<file path="config.mk">
export PLATFORM = sky130hd
export DESIGN_NAME = twi_addr_ack
export DESIGN_NICKNAME = d
export VERILOG_FILES = /design/src/rtl/twi_addr_ack.sv
export SDC_FILE = /design/constraint.sdc
export NUM_CORES = 1
export LEC_CHECK = 0
export BUFFER_PORTS_ARGS = -buffer_cell sky130_fd_sc_hd__buf_2
export CAP_MARGIN = 20
export CELL_PAD_IN_SITES_DETAIL_PLACEMENT = 1
export CELL_PAD_IN_SITES_GLOBAL_PLACEMENT = 1
export CORE_UTILIZATION = 33
export CTS_BUF_LIST = sky130_fd_sc_hd__clkbuf_2 sky130_fd_sc_hd__clkbuf_4 sky130_fd_sc_hd__clkbuf_8
export CTS_CLUSTER_SIZE = 24
export DETAILED_ROUTE_END_ITERATION = 8
export MAX_ROUTING_LAYER = met4
export PLACE_DENSITY = 0.9
export SLEW_MARGIN = 20
export SYNTH_ARGS = -nofsm -noshare
export SYNTH_HDL_FRONTEND = slang
export SYNTH_SLANG_ARGS = --single-unit
</file>
<file path="constraint.sdc">
create_clock -name clk -period 3.3 [get_ports clk]
set_clock_uncertainty 0.15 [all_clocks]
set_input_delay 0.33 -clock clk [delete_from_list [all_inputs] [get_ports clk]]
set_output_delay 0.33 -clock clk [all_outputs]
set_load 0.05 [all_outputs]
</file>
<file path="src/rtl/twi_addr_ack.sv">
module twi_addr_ack (
  input  logic       clk,
  input  logic       rst_n,
  input  logic       addr_wr,
  input  logic [7:0] addr_wdata,
  output logic [7:0] addr_q,
  input  logic       ack_en,
  input  logic       rx_mode,
  input  logic [7:0] rx_byte,
  input  logic       addr_vld,
  input  logic       data_vld,
  output logic       addr_match,
  output logic       gc_match,
  output logic       slv_tx,
  output logic       irq,
  output logic       ack_vld,
  output logic       ack_ok
);

  logic [6:0] sla;
  logic       rw_bit;
  logic       own_hit;
  logic       gc_hit;

  assign sla     = rx_byte[7:1];
  assign rw_bit  = rx_byte[0];
  assign own_hit = ack_en && (sla != 7'd0) && (sla == addr_q[7:1]);
  assign gc_hit  = ack_en && addr_q[0] && (rx_byte == 8'h00);

  always_ff @(posedge clk) begin
    if (!rst_n)
      addr_q <= 8'hFE;
    else if (addr_wr)
      addr_q <= addr_wdata;
  end

  always_ff @(posedge clk) begin
    if (!rst_n) begin
      addr_match <= 1'b0;
      gc_match   <= 1'b0;
      slv_tx     <= 1'b0;
      irq        <= 1'b0;
      ack_vld    <= 1'b0;
      ack_ok     <= 1'b0;
    end else if (addr_vld) begin
      addr_match <= own_hit;
      gc_match   <= gc_hit;
      slv_tx     <= own_hit & rw_bit;
      irq        <= own_hit | gc_hit;
      ack_vld    <= 1'b1;
      ack_ok     <= own_hit | gc_hit;
    end else if (data_vld) begin
      irq        <= 1'b0;
      ack_vld    <= 1'b1;
      ack_ok     <= ack_en & rx_mode;
    end else begin
      irq        <= 1'b0;
      ack_vld    <= 1'b0;
      ack_ok     <= 1'b0;
    end
  end


  irq_needs_match_chk: assert property (@(posedge clk) disable iff (!rst_n)
    irq |-> (addr_match || gc_match));


  single_match_chk: assert property (@(posedge clk) disable iff (!rst_n)
    $onehot0({addr_match, gc_match}));


  disconnect_nack_chk: assert property (@(posedge clk) disable iff (!rst_n)
    ((addr_vld || data_vld) && !ack_en) |=> (ack_vld && !ack_ok && !irq));


  ack_pulse_chk: assert property (@(posedge clk) disable iff (!rst_n)
    (!addr_vld && !data_vld) |=> !ack_vld);


  flags_hold_chk: assert property (@(posedge clk) disable iff (!rst_n)
    !addr_vld |=> ($stable(addr_match) && $stable(gc_match) && $stable(slv_tx)));


  ack_in_window_chk: assert property (@(posedge clk) disable iff (!rst_n)
    ack_ok |-> ack_vld);


  tx_only_on_own_chk: assert property (@(posedge clk) disable iff (!rst_n)
    slv_tx |-> addr_match);

endmodule

</file>
After elaboration in Yosys (flattened, before gate mapping)
Index checks and enable logic that the tools add are counted.
{"block": "classes", "shift": 0, "n_eq_ne": 1, "muxes": 4, "magnitude_cmp": 0, "n_reduce_logical": 7, "div": 0, "addsub": 0, "n_bitwise": 3, "multipliers": 0}
{"operator": "$logic_not 8->1", "n": 1}
{"operator": "$eq 7x7->1", "n": 1}
{"operator": "$reduce_bool 7->1", "n": 1}
{"operator": "$logic_and 1x1->1", "n": 4}
{"operator": "$mux 1", "n": 4}
{"operator": "$and 1x1->1", "n": 2}
{"operator": "$reduce_and 2->1", "n": 1}
{"operator": "$or 1x1->1", "n": 1}
{"block": "word_totals", "ramBits": 0, "wordCells": 22, "romBits": 0, "latch_bits": 0, "mem_count": 0, "input_bits": 23, "regBits": 14}

Longest topological paths before layout
Gate-level depths: netlist (run 1).
{"block": "logic_depth", "ltp_word": 5, "mapped_depth": 4, "depth_no_buf": 4}

Least setup slack after synthesis (run 1)
Ideal clock, no wire load.
{"block": "synth_timing", "path_type": "register to register", "start": "register addr_q[7]", "end": "register slv_tx", "slack_ns": 1.617, "setup_time_ns": 0.060, "synth_period_minus_slack_ns": 1.683, "required_ns": 3.090, "arrival_ns": 1.472, "path_stages_with_launch": 5, "path_cell_list": "dfxtp_1 > xnor2_1 > nand4_1 > nor4_2 > a22o_1"}
{"block": "synth_between", "elab_chain_len": 3}
{"element": "from (decl)", "line_no": "6", "source": "output logic [7:0] addr_q,"}
{"element": "from (signal assigned)", "line_no": "34", "source": "addr_q <= addr_wdata;"}
{"element": "$eq 7x7->1", "line_no": "27", "source": "assign own_hit = ack_en && (sla != 7'd0) && (sla == addr_q[7:1]);"}
{"element": "$logic_and 1x1->1", "line_no": "27"}
{"element": "$and 1x1->1", "line_no": "48", "source": "slv_tx <= own_hit & rw_bit;"}
{"element": "to (signal assigned)", "line_no": "48"}
{"element": "to (decl)", "line_no": "14", "source": "output logic slv_tx,"}
Every way passes these cells.
A chain may end at the register's enable or synchronous reset.

Final worst setup path (run 1)
{"block": "layout_timing", "start": "register addr_q[5]", "end": "register slv_tx"}
Same word-level chain as after synthesis.

==> results of run 1 <==
## power groups by stage
stage,registers [mW],clock network [mW],logic (mW)
2_1_floorplan,0.209,0,0.0251
3_3_place_gp,0.185,0,0.0740
3_5_place_dp,0.185,0,0.0754
4_1_cts,0.181,0.0941,0.0755
5_1_grt,0.182,0.101,0.0808
6_report,0.181,0.0910,0.0745
## layout make-up
class                   instances  area [um2]
fillers                       223       889.6
multi-input cells              42       322.8
flip-flops and latches         14       280.3
repair buffers                 36       180.2
well taps                      25       31.28
clock buffers                   3       22.52
## layer usage
layer | wire [um] | vias to the layer above | global-route usage (%)
met1 | 622 | 254 | 19.85
met3 | 94 | 0 | 4.000
met4 | 0 | 0 | 3.636
met2 | 626 | 26 | 23.77
li1 | - | 277 | -
met5 | 0 | - | -
## critical path, delay by kind of cell, from the launching register on
family,cells,cell delay [ns]
AOI/OAI and AO/OA,1,0.20
xor gates and xnor gates,1,0.13
DFF,1,0.38
and+or+nand+nor,2,0.54
## cells in the mapped netlist, types with 2 or more instances
cell type and n:
xnor2_1 7, nand2_1 8, nand4_1 2, o21a_1 2
mux2i_1 8, nor2b_1 3, dfxtp_1 14, a21o_1 2
## final timing paths
path	from	end	slack (ns)	depth (start not counted)
setup / recovery	addr_q[5]	slv_tx	1.85	4
setup reg to reg	addr_q[5]	slv_tx	1.85	4
hold reg to reg	addr_match	addr_match	0.32	1
hold / removal	data_vld	ack_vld	0.12	2
## state kept, by name, indices dropped and copies added, names as in the netlist
signal and count:
addr_match 1, addr_q 8, ack_ok 1, slv_tx 1, irq 1, gc_match 1, ack_vld 1
## logic make-up after synthesis
| logic type | Yosys count | synth area share (%) |
|---|---|---|
| compound gates | 6 | 7.156 |
| flops | 14 | 45.81 |
| simple gates | 21 | 22.50 |
| buf+inv | 2 | 1.430 |
| xor+xnor | 7 | 10.02 |
| mux | 8 | 13.09 |
## metrics by stage
stage                     power, mW  hold slack [ns]  worst slack [ns]  utilization [%]
after floorplan              0.2340           0.2902             1.617                -
after global placement       0.2588           0.2999             1.644            47.17
after detailed placement     0.2606           0.2960             1.616            47.17
after CTS                    0.3509           0.1188             1.832            48.48
after global routing         0.3643           0.1302             1.742            48.48
final                        0.3466           0.1228             1.852            48.48
==> impl_metrics.yaml, run 1 <==
run_status:
  status: "finished clean"
grt:
  grt_pass1_vias: 530
  grt_pass1_wl_um: 2228
  grt_max_degree: 15
  antenna_found_initial: 0
  overflow: 0
  gr-usage-all-layers_pct: 15.31
synth:
  synth_top_area_share_pct: 45.81
  seq_area_frac_synth_pct: 45.81
  yosysWarnings: 0
  synth_area_per_cell_um2: 10.55
  synth.area.top_cells: "dfxtp_1, mux2i_1, xnor2_1, nand2_1, nor2b_1"
  synth_seq_cells: 14
  netlist_area_um2: 611.8
  synth_cell_types: 20
  async_flop_share_pct: 0
  synth.net_count: 81
  yosysTopAreaCell: "dfxtp_1"
  syn_inst: 58
  synth_edf_count: 0
  synth-main-ff-cell: "dfxtp_1"
final_layout:
  instances_no_fill: 120
  fin_area_um2: 837.1
  area.growth.synth_to_final_pct: 36.81
  final_nets: 120
  diodes: 0
  drive_gt1_share_pct: 46.32
  final_cell_mix: "buf_2, dfxtp_1, mux2i_1, nand2_1, xnor2_1"
  mostFrequentLayoutCell: "buf_2"
pwr:
  leakage_nw: 0.4073
  peakVddDrop_mv: 0.2375
  power.density_nw_per_um2: 414.1
  p_clk_share_pct: 26.2
  combPwrFrac_pct: 21.5
  power_frac_seq_pct: 52.3
  p_int_mw: 0.2467
  swShare_pct: 28.83
  netSwitchingPower_mw: 0.09994
clock_tree:
  tritoncts: "built"
  cts-root-buf: "clkbuf_4"
  clk_pin_slew_ns: 0.08
  cts_max_path_buffers: 2
  cts_max_level: 1
  postCtsHoldBufs: 0
  clk_latency_ns: 0.26
  post_cts_buffers: 0
  cts.sinks: 14
  numCtsBuffers: 3
  cts_resized: 0
die:
  core_area_um2: 1727
  pin_count: 37
  dieArea_um2: 2030
  initial_utilization_pct: 35.43
  die_x_um: 45.06
  die_y_um: 45.06
  row_count: 15
route:
  drt_first_pass_iters: 2
  vias_per_cell: 4.642
  first_iter_violations: 4
  antenna_left: 0
  drc: 0
  via_count: 557
  wirelength_um: 1343
  routedWlPerCell_um: 11.19
placement:
  numPlacedInstances: 117
  postPlaceCellArea_um2: 814.5
  io_buffers: 36
  routabilityCongestion: 0.7571
sta:
  fin_tns_setup_ns: 0
  rsz0062_at_grt: "false"
  slew_violations: 0
  worst_slew_pin_slew_ns: 0.3608
  setup_viol: 0
  fmaxAchievable_mhz: 690.7
  finalCritPeriodShare_pct: 43.87
  relSlewSlack_pct: 75.74
  final_hold_viol_count: 0
  period_needed_ns: 1.448
worst_setup_path:
  cp_slowest_cell: "nor4_2"
  end_kind: "flip-flop"
  startpoint_type: "flip-flop"
  cp_slowest_stage_delay_ns: 0.41
  cp_data_arrival_time_ns: 1.51
  required_ns: 3.37
  worstPathMaxFanout: 4
  crit_type: "flip-flop to flip-flop"
  crit_path_cell_trace: "xnor2_1, nand4_1, nor4_2, a22o_1"
flow_run:
  maxCapViolCount: 0
hold_path:
  min_path_type: "input port to flip-flop"
Power figures use the tool's default switching activity.
==> run 2, diff against run 1 <==
Settings changed: CORE_UTILIZATION 33 to 28, PLACE_DENSITY 0.9 to 0.82.
Clock period 3.3 ns to 1.2 ns, I/O delays scaled along.
==> run 2 against run 1 <==
  * The flow now finishes with violations (negative setup slack)
  * Global-route usage rose by 4.9 points
  * Combinational power increased to 4.6 times the previous value
  * Clock power rose to 3.8 times the previous value
  * Largest power group unchanged
  * Register-to-register slack worse by 2.0 ns
  * First-iteration DRC count stayed put
  * Critical path type unchanged
  * Sequential share of layout area down 9.0 points
==> impl_metrics.yaml, run 2 (synthesis gave the netlist of run 1 again) <==
sta:
  finalCritPeriodShare_pct: 116.0
  final_hold_viol_count: 0
  rsz0062_at_grt: "true"
  setup_slack_ns: -0.1920
  fin_tns_setup_ns: -0.5760
  slew_violations: 0
  worst_slew_pin_slew_ns: 0.3062
  period_needed_ns: 1.392
  fmaxAchievable_mhz: 718.4
  relSlewSlack_pct: 79.44
  setup_viol: 4
final_layout:
  final_cell_mix: "buf_2, dlygate4sd3_1, mux2i_1"
  instances_no_fill: 149
  diodes: 0
  fin_area_um2: 1259
  area.growth.synth_to_final_pct: 105.7
  final_nets: 146
  drive_gt1_share_pct: 57.38
  final_core_util_pct: 62.88
  largest-register: "addr_q"
  mostFrequentLayoutCell: "buf_2"
  largest_reg_flops: 8
clock_tree:
  cts_max_path_buffers: 2
  tritoncts: "built"
  cts_max_level: 1
  clk_pin_slew_ns: 0.08
  cts-root-buf: "clkbuf_4"
  numCtsBuffers: 3
  cts.sinks: 14
  clk_latency_ns: 0.29
pwr:
  swShare_pct: 28.84
  power_frac_seq_pct: 41.8
  leakage_nw: 0.6053
  peakVddDrop_mv: 0.7682
  p_int_mw: 0.8419
  power.density_nw_per_um2: 940.0
  p_clk_share_pct: 29.1
  combPwrFrac_pct: 29.0
  netSwitchingPower_mw: 0.3413
worst_setup_path:
  end_kind: "flip-flop"
  worstPathMaxFanout: 4
  crit_path_cell_trace: "xnor2_1, nand4_1, nor4_4, a22o_1"
  cp_slowest_cell: "dfxtp_4"
  crit_buf_inv: 0
  startpoint_type: "flip-flop"
  crit_type: "flip-flop to flip-flop"
  cp_slowest_stage_delay_ns: 0.36
  cp_data_arrival_time_ns: 1.48
  critical-path-top-delay-family: "simple AND/OR/NAND/NOR gates"
  required_ns: 1.29
placement:
  dp_hpwl_um: 1416
  routabilityCongestion: 0.7511
  postPlaceCellArea_um2: 954.7
  io_buffers: 36
  pre_cts_ws_ns: -0.2805
  numPlacedInstances: 131
die:
  die_x_um: 48.75
  core_area_um2: 2002
  pin_count: 37
  die_y_um: 48.75
  dieArea_um2: 2376
  initial_utilization_pct: 30.56
  row_count: 16
grt:
  grt_pass1_vias: 774
  antenna_found_initial: 0
  grt_pass1_wl_um: 3525
  gr-usage-all-layers_pct: 20.20
  grt_max_degree: 9
  overflow: 0
route:
  vias_per_cell: 4.664
  via_count: 695
  drc: 0
  first_iter_violations: 4
  routedWlPerCell_um: 14.64
  wirelength_um: 2182
  antenna_left: 0
  drt_first_pass_iters: 2
flow_run:
  maxCapViolCount: 0
hold_path:
  min_path_type: "input port to flip-flop"
run_status:
  violations: "negative setup slack"
  status: "finished, violations left"
==> run 2: final cells by class <==
type	instances	area (um2)
clock buffer	4	36.28
fill	232	743.2
multi-input combinational	42	375.4
sequential	14	307.8
tap	27	33.78
timing repair buffer	62	505.5
==> run 2: metal layers <==
| metal | wire, um | GRT usage (%) | vias up |
|---|---|---|---|
| met2 | 1213 | 36.81 | 31 |
| met4 | 40 | 7.353 | 0 |
| li1 | - | - | 333 |
| met1 | 797 | 19.96 | 327 |
| met3 | 131 | 6.289 | 4 |
| met5 | 0 | - | - |
==> run 2: final timing paths <==
path / startpoint / slack [ns] / to / cells past startpoint
setup reg to reg: addr_q[1] / -0.19 / slv_tx / 4
setup / recovery: addr_q[1] / -0.19 / slv_tx / 4
hold reg to reg: addr_match / 0.32 / addr_match / 1
hold / removal: rst_n / 0.05 / addr_q[1] / 3
==> run 2: worst register-to-register path, stage by stage (launching register included) <==
cell and delay (ns):
dfxtp_4 0.36, xnor2_1 0.19, nand4_1 0.19, nor4_4 0.26
a22o_1 0.19
==> run 2: stage by stage <==
step,hold slack (ns),power [mW]
after floorplan,0.08023,0.6443
after global placement,0.1798,0.7447
after detailed placement,0.1915,0.7535
after CTS,0.04401,1.176
after global routing,0.06341,1.243
final,0.05131,1.183
==> run 2: repair_timing <==
action,4_1_cts,5_1_grt
hold endpoints to repair,11,0
gates resized for setup,22,13
hold buffers,14,0
endpoints found under the setup margin,11,15
pin swaps,8,1
buffers inserted,0,2
==> run 2: power by group through the flow <==
stage	Combinational [mW]	Clock, mW	Sequential (mW)
global placement	0.244	0	0.500
CTS	0.326	0.357	0.493
finish	0.344	0.345	0.495
global route	0.364	0.381	0.497
detailed placement	0.252	0	0.501
floorplan	0.0734	0	0.571
